--- config.mk ---
export PLATFORM = sky130hd
export DESIGN_NAME = pwr_shutdown_seq
export DESIGN_NICKNAME = d
export VERILOG_FILES = /design/src/rtl/pss_pkg.sv /design/src/rtl/pss_wdog.sv /design/src/rtl/pss_regs.sv /design/src/rtl/pss_seq.sv /design/src/rtl/pwr_shutdown_seq.sv
export SDC_FILE = /design/constraint.sdc
export NUM_CORES = 1
export LEC_CHECK = 0
export ABC_AREA = 1
export BUFFER_PORTS_ARGS = -buffer_cell sky130_fd_sc_hd__buf_4
export CAP_MARGIN = 20
export CORE_MARGIN = 3
export CORE_UTILIZATION = 62
export CTS_BUF_LIST = sky130_fd_sc_hd__clkbuf_8
export CTS_CLUSTER_DIAMETER = 80
export CTS_CLUSTER_SIZE = 30
export DETAILED_ROUTE_END_ITERATION = 6
export PLACE_DENSITY = 0.86
export SKIP_CTS_REPAIR_TIMING = 1
export SLEW_MARGIN = 20
export SYNTH_ARGS = -nofsm -noshare
export SYNTH_HDL_FRONTEND = slang
export SYNTH_SLANG_ARGS = --single-unit
--- constraint.sdc ---
create_clock -name clk -period 2.2 [get_ports clk]
set_clock_uncertainty 0.15 [all_clocks]
set_input_delay 0.11 -clock clk [delete_from_list [all_inputs] [get_ports clk]]
set_output_delay 0.11 -clock clk [all_outputs]
set_load 0.01 [all_outputs]
--- src/rtl/pss_pkg.sv ---
package pss_pkg;
  typedef enum logic [3:0] {
    ST_ACT,
    ST_RUN,
    ST_WD_PERI,
    ST_WD_CPU,
    ST_HIB_STOP,
    ST_HIB_PERI,
    ST_OFF,
    ST_BI_PERI,
    ST_BI_CPU
  } seq_state_t;

  typedef struct packed {
    logic clk_stop;
    logic cpu_rst;
    logic gpio_rst;
    logic periph_rst;
  } rst_vec_t;

  localparam int REG_W = 2;
  localparam logic ADDR_CTRL = 1'b0;
  localparam logic ADDR_STAT = 1'b1;
  localparam int BIT_WD_CLR = 0;
  localparam int BIT_TMO = 0;
  localparam int BIT_BATT = 1;
endpackage

--- src/rtl/pss_wdog.sv ---
module pss_wdog #(
  parameter int WD_LIMIT = 131072
) (
  input  logic clk,
  input  logic rst_n,
  input  logic arm,
  input  logic clr,
  input  logic tick,
  output logic timeout
);
  localparam int CW = $clog2(WD_LIMIT + 1);
  localparam logic [CW-1:0] LAST = CW'(WD_LIMIT - 1);

  logic [CW-1:0] cnt;

  assign timeout = arm && tick && !clr && (cnt == LAST);

  always_ff @(posedge clk or negedge rst_n) begin
    if (!rst_n) begin
      cnt <= '0;
    end else if (!arm || clr || timeout) begin
      cnt <= '0;
    end else if (tick) begin
      cnt <= cnt + 1'b1;
    end
  end

  // a disarmed watchdog holds a zero count
  a_r6_idle_when_disarmed: assert property (@(posedge clk) disable iff (!rst_n)
    !arm |=> (cnt == '0));
  // a software clear restarts the count
  a_r2_clear_reloads: assert property (@(posedge clk) disable iff (!rst_n)
    clr |=> (cnt == '0));
endmodule

--- src/rtl/pss_regs.sv ---
module pss_regs
  import pss_pkg::*;
(
  input  logic             clk,
  input  logic             rst_n,
  input  logic             wr_en,
  input  logic             addr,
  input  logic [REG_W-1:0] wdata,
  input  logic             set_tmo,
  input  logic             set_batt,
  output logic [REG_W-1:0] rdata,
  output logic             wd_clr
);
  logic tmo_flag, batt_flag;
  logic stat_wr;

  assign stat_wr = wr_en && (addr == ADDR_STAT);
  assign wd_clr  = wr_en && (addr == ADDR_CTRL) && wdata[BIT_WD_CLR];

  always_ff @(posedge clk or negedge rst_n) begin
    if (!rst_n) begin
      tmo_flag  <= 1'b0;
      batt_flag <= 1'b0;
    end else begin
      if (set_tmo) tmo_flag <= 1'b1;
      else if (stat_wr && !wdata[BIT_TMO]) tmo_flag <= 1'b0;
      if (set_batt) batt_flag <= 1'b1;
      else if (stat_wr && !wdata[BIT_BATT]) batt_flag <= 1'b0;
    end
  end

  always_comb begin
    rdata = '0;
    if (addr == ADDR_STAT) begin
      rdata[BIT_TMO]  = tmo_flag;
      rdata[BIT_BATT] = batt_flag;
    end
  end

  // a hardware set always lands, even against a clear
  a_r9_set_wins: assert property (@(posedge clk) disable iff (!rst_n)
    set_batt |=> batt_flag);
  // a write of 1 never clears a flag
  a_r9_write_one_keeps: assert property (@(posedge clk) disable iff (!rst_n)
    (stat_wr && wdata[BIT_TMO] && tmo_flag) |=> tmo_flag);
endmodule

--- src/rtl/pss_seq.sv ---
module pss_seq
  import pss_pkg::*;
#(
  parameter int HOLD_CYCLES = 16,
  parameter int ACT_CYCLES  = 8
) (
  input  logic     clk,
  input  logic     rst_n,
  input  logic     timeout,
  input  logic     hib_req,
  input  logic     irq_pending,
  input  logic     batt_inhibit,
  input  logic     activate_req,
  input  logic     reset_switch,
  output rst_vec_t vec,
  output logic     running,
  output logic     set_batt
);
  localparam int MAXC = (HOLD_CYCLES > ACT_CYCLES) ? HOLD_CYCLES : ACT_CYCLES;
  localparam int HCW  = $clog2(MAXC + 1);
  localparam logic [HCW-1:0] HOLD_LAST = HCW'(HOLD_CYCLES - 1);
  localparam logic [HCW-1:0] ACT_LAST  = HCW'(ACT_CYCLES - 1);

  seq_state_t state, nxt;
  logic [HCW-1:0] cnt;
  logic hold_done, act_done, timed;

  assign hold_done = (cnt == HOLD_LAST);
  assign act_done  = (cnt == ACT_LAST);
  assign timed     = (state != ST_RUN) && (state != ST_OFF);
  assign running   = (state == ST_RUN);
  assign set_batt  = (state == ST_ACT) && batt_inhibit;

  always_comb begin
    nxt = state;
    unique case (state)
      ST_ACT:      if (batt_inhibit) nxt = ST_BI_PERI;
                   else if (act_done) nxt = ST_RUN;
      ST_RUN:      if (timeout) nxt = ST_WD_PERI;
                   else if (reset_switch) nxt = ST_ACT;
                   else if (hib_req && !irq_pending) nxt = ST_HIB_STOP;
      ST_WD_PERI:  if (hold_done) nxt = ST_WD_CPU;
      ST_WD_CPU:   if (hold_done) nxt = ST_ACT;
      ST_HIB_STOP: nxt = ST_HIB_PERI;
      ST_HIB_PERI: if (hold_done) nxt = ST_OFF;
      ST_OFF:      if (activate_req) nxt = ST_ACT;
      ST_BI_PERI:  if (hold_done) nxt = ST_BI_CPU;
      ST_BI_CPU:   if (hold_done) nxt = ST_OFF;
      default:     nxt = ST_OFF;
    endcase
  end

  always_ff @(posedge clk or negedge rst_n) begin
    if (!rst_n) begin
      state <= ST_ACT;
      cnt   <= '0;
    end else begin
      state <= nxt;
      if (nxt != state) cnt <= '0;
      else if (timed) cnt <= cnt + 1'b1;
    end
  end

  always_comb begin
    vec = '0;
    unique case (state)
      ST_ACT:      vec.cpu_rst = 1'b1;
      ST_WD_PERI:  begin vec.periph_rst = 1'b1; vec.gpio_rst = 1'b1; end
      ST_WD_CPU:   begin vec.periph_rst = 1'b1; vec.gpio_rst = 1'b1; vec.cpu_rst = 1'b1; end
      ST_HIB_STOP: vec.clk_stop = 1'b1;
      ST_HIB_PERI: begin vec.clk_stop = 1'b1; vec.periph_rst = 1'b1; end
      ST_OFF:      vec.clk_stop = 1'b1;
      ST_BI_PERI:  vec.periph_rst = 1'b1;
      ST_BI_CPU:   begin vec.periph_rst = 1'b1; vec.cpu_rst = 1'b1; end
      default:     vec = '0;
    endcase
  end

  // a sleep request with a pending interrupt leaves the CPU running
  a_r4_irq_blocks_sleep: assert property (@(posedge clk) disable iff (!rst_n)
    (running && hib_req && irq_pending && !timeout && !reset_switch) |=> running);
  // an abort never lets activation reach running
  a_r8_abort_not_running: assert property (@(posedge clk) disable iff (!rst_n)
    set_batt |=> (!running && vec.periph_rst && !vec.cpu_rst));
  // the clock stop leads the peripheral reset into sleep
  a_r5_stop_then_periph: assert property (@(posedge clk) disable iff (!rst_n)
    (state == ST_HIB_STOP) |=> (vec.clk_stop && vec.periph_rst && !vec.gpio_rst));
endmodule

--- src/rtl/pwr_shutdown_seq.sv ---
module pwr_shutdown_seq
  import pss_pkg::*;
#(
  parameter int WD_LIMIT    = 131072,
  parameter int HOLD_CYCLES = 16,
  parameter int ACT_CYCLES  = 8
) (
  input  logic             clk,
  input  logic             rst_n,
  input  logic             slow_tick,
  input  logic             activate_req,
  input  logic             reset_switch,
  input  logic             hib_req,
  input  logic             irq_pending,
  input  logic             batt_inhibit,
  input  logic             reg_wr_en,
  input  logic             reg_addr,
  input  logic [REG_W-1:0] reg_wdata,
  output logic [REG_W-1:0] reg_rdata,
  output logic             periph_rst,
  output logic             gpio_rst,
  output logic             cpu_rst,
  output logic             cpu_clk_stop
);
  logic     running, timeout, wd_clr, set_batt;
  rst_vec_t vec;

  pss_wdog #(.WD_LIMIT(WD_LIMIT)) u_wdog (
    .clk(clk), .rst_n(rst_n), .arm(running), .clr(wd_clr),
    .tick(slow_tick), .timeout(timeout)
  );

  pss_seq #(.HOLD_CYCLES(HOLD_CYCLES), .ACT_CYCLES(ACT_CYCLES)) u_seq (
    .clk(clk), .rst_n(rst_n), .timeout(timeout), .hib_req(hib_req),
    .irq_pending(irq_pending), .batt_inhibit(batt_inhibit),
    .activate_req(activate_req), .reset_switch(reset_switch),
    .vec(vec), .running(running), .set_batt(set_batt)
  );

  pss_regs u_regs (
    .clk(clk), .rst_n(rst_n), .wr_en(reg_wr_en), .addr(reg_addr),
    .wdata(reg_wdata), .set_tmo(timeout), .set_batt(set_batt),
    .rdata(reg_rdata), .wd_clr(wd_clr)
  );

  assign periph_rst   = vec.periph_rst;
  assign gpio_rst     = vec.gpio_rst;
  assign cpu_rst      = vec.cpu_rst;
  assign cpu_clk_stop = vec.clk_stop;

  // the GPIO reset only ever comes with the peripheral reset
  a_r10_gpio_within_periph: assert property (@(posedge clk) disable iff (!rst_n)
    gpio_rst |-> periph_rst);
  // a CPU reset joined to a peripheral reset follows it
  a_r10_periph_leads_cpu: assert property (@(posedge clk) disable iff (!rst_n)
    ($rose(cpu_rst) && periph_rst) |-> $past(periph_rst));
  // a watchdog expiry starts with both peripheral resets
  a_r3_timeout_starts_seq: assert property (@(posedge clk) disable iff (!rst_n)
    timeout |=> (periph_rst && gpio_rst && !cpu_rst));
endmodule

==> impl_metrics.json <==
{
  "netlist_instances": 283,
  "violations": "DRC",
  "async_flop_share_pct": 100.0,
  "synth_top_family_by_area": "simple AND/OR/NAND/NOR gates",
  "rr_endpoint": "u_seq.cnt[1]",
  "drc_errors": 1,
  "synth_edf_count": 0,
  "cp_top_family": "simple AND/OR/NAND/NOR gates",
  "wl_met2_mm": 2.431,
  "cp.arrival_ns": 2.18,
  "grt.total_usage_pct": 25.26,
  "die_area_um2": 4107,
  "drive_gt1_share_pct": 30.38,
  "syn_area_um2": 2092,
  "min_path_type": "in2reg",
  "slowest_delay_ns": 0.38,
  "cts_tree": "built",
  "synth_area_leaders": "dfrtp_1 (35%), nand2_1 (11%), nand3_1 (5.7%)",
  "reg2reg_slack_ns": 0.07,
  "drv_slew": 0,
  "syn_nets": 298,
  "crit_type": "reg2reg",
  "total_power_mw": 2.448,
  "syn-mean-instance-area_um2": 7.392,
  "place_congestion": 0.9565,
  "first_pass_iters": 7,
  "io_pins": 18,
  "vias": 2047,
  "yosysTopAreaCellShare_pct": 34.69,
  "maxCapViolCount": 0,
  "setup_viol_count_final": 0,
  "fin_util_pct": 81.16,
  "routed_wl_mm": 5.209,
  "grt_pass1_vias": 1789,
  "synth-simple-area-share_pct": 41.45,
  "outcome": "complete, but fails checks",
  "post-route-period-util_pct": 97.04,
  "period_needed_ns": 2.135,
  "first_iter_violations": 195,
  "cp_num_cells": 14,
  "synth_commonest_cells": "nand2_1 (62), inv_1 (32), nor2_1 (31), dfrtp_1 (29), nand3_1 (24)",
  "synth_xor_area_share_pct": 2.931,
  "drt-met1-wl_mm": 2.299,
  "grt_pass1_wl_mm": 8.128,
  "clkTransAtPathRegs_ns": 0.07,
  "path_cells": "ha_2, nand2_2, nor2_4, ha_4, inv_2, nand2_4, nor2_2, nor2_2, nand3_1, nor2_1, nand3_1, nand2_2, nand2_4, nor3_2",
  "yosysMostFrequentCell": "nand2_1",
  "ys_warn_count": 0,
  "peakVddDrop_mv": 0.5646,
  "start_util_pct": 66.88,
  "synth_top_area_cell": "dfrtp_1",
  "cts_htree_levels": 2,
  "clkLatencyLatePin_ns": 0.28,
  "synthFlopType": "dfrtp_1",
  "root_buffer": "clkbuf_8",
  "worstSetupStartpointType": "flip-flop",
  "numCtsBuffers": 5,
  "wl_per_cell_um": 14.47,
  "dp_hpwl_mm": 3.483,
  "antenna_left": 0,
  "endpoint_kind": "flip-flop",
  "diodes": 0,
  "met3_length_um": 384,
  "ys_ff_latch": 29,
  "die_h_um": 64.09,
  "synth_seq_area_share_pct": 34.69,
  "synth_compound_area_share_pct": 9.510,
  "synthMuxAreaShare_pct": 0.4785,
  "finalHoldViolations": 0,
  "grt_start_max_net_pins": 30,
  "worstMarginPinSlew_ns": 0.3831,
  "rows": 20,
  "core-area_um2": 3128,
  "critPathMaxFanout": 5,
  "die_w_um": 64.09,
  "cts_sinks": 29,
  "relSlewSlack_pct": 74.46,
  "viasPerCell": 5.686,
  "yosys.area_share.adder_pct": 1.794,
  "cp_slowest_cell": "dfrtp_1",
  "ff2ff_path_depth": 14,
  "r2r-start": "u_seq.cnt[1]",
  "cts.path.max_buffers": 2,
  "min_from": "reg_wr_en",
  "critical_path.startpoint": "u_seq.cnt[1]",
  "crit_buf_inv": 1,
  "synth_cell_type_count": 33,
  "max_clock_freq_ghz": 0.4684,
  "powerDensity_nw_per_um2": 964.2,
  "endpoint": "u_seq.cnt[1]",
  "grt-ovfl-total": 0,
  "routed.top_layer": "met4",
  "nets": 332,
  "area_delta_synth_final_pct": 21.35,
  "antenna_found_initial": 0,
  "critPathRequiredTime_ns": 2.25,
  "leakage_nw": 1.162,
  "io_buffers": 17,
  "grt_setup_unrepaired": "yes"
}
-- cell type report --
cell class	count	area, um2
clock buffer	5	68.82
clock inverter	1	5.005
fill	199	589.3
inverter	38	145.1
multi-input combinational	211	1280
sequential	29	728.2
tap	44	55.05
timing repair buffer	32	256.5
-- layout by cell type (no fill, tap or decap), drive strengths merged --
cell type     n
mux2i         1
xor2          5
nand3b        1
o211ai        1
nor2         41
nand3        28
nor3         13
a31oi         1
dfrtp        29
clkbuf        5
nand2        72
o21a          2
buf          27
ha            3
nand4         9
a21oi        14
xnor2         2
clkinv        1
nor3b         1
o21ai        17
inv          38
dlygate4sd3   5
-- worst register-to-register path: stages, from the launching register on --
cell and delay (ns):
dfrtp_1 0.38, ha_2 0.20, nand2_2 0.08, nor2_4 0.13, ha_4 0.17, inv_2 0.06, nand2_4 0.07, nor2_2 0.04
nor2_2 0.12, nand3_1 0.10, nor2_1 0.11, nand3_1 0.08, nand2_2 0.09, nand2_4 0.08, nor3_2 0.18
-- cell families (layout without fill, tap and decap cells) --
| kind of cell | after synthesis | count (layout) |
|---|---|---|
| AND/OR/NAND/NOR | 165 | 165 |
| buffers and inverters | 43 | 76 |
| AO/OA/AOI/OAI | 35 | 35 |
| flip-flops | 29 | 29 |
| XOR/XNOR | 7 | 7 |
| adder cells (fa/ha/maj) | 3 | 3 |
| multiplexers | 1 | 1 |
-- flip-flops by register name, summed over array words and instances, names as in the netlist --
name and flops:
u_wdog.cnt 18, u_seq.cnt 5, u_seq.state 4, u_regs.batt_flag 1, u_regs.tmo_flag 1
-- worst min path at each step --
stage | endpoint | slack (ns) | cells past startpoint
CTS | u_wdog.cnt[14] | -0.39 | 1
detailed placement | u_regs.batt_flag | -0.09 | 1
floorplan | u_regs.batt_flag | -0.34 | 0
global placement | u_seq.state[3] | -0.09 | 1
global route | u_regs.batt_flag | 0.007 | 3
finish | u_regs.batt_flag | 0.007 | 4
-- power by group --
part | switching [mW] | total (mW) | internal [mW]
clock network | 0.195 | 0.402 | 0.207
registers | 0.101 | 0.693 | 0.591
logic | 0.845 | 1.35 | 0.507
-- routing by layer --
metal / track usage, % / up-vias
met2: 37.03 / 102
met1: 37.40 / 940
met4: 7.278 / 0
met3: 5.097 / 19
met5: 0 / -
li1: - / 986
-- through the flow --
step,hold WS [ns],setup TNS [ns],cells,area (um2),setup WS (ns)
finish,0.006747,0,360,2539,0.06513
global route,0.006650,-0.1697,360,2539,-0.04267
CTS,-0.3899,-0.3696,350,2340,-0.08427
detailed placement,-0.08881,-0.08581,344,2266,-0.04107
global placement,-0.09327,0,344,2266,0.07084
floorplan,-0.3356,0,283,2092,0.1847
No activity file was read; power rests on OpenSTA's default activity.
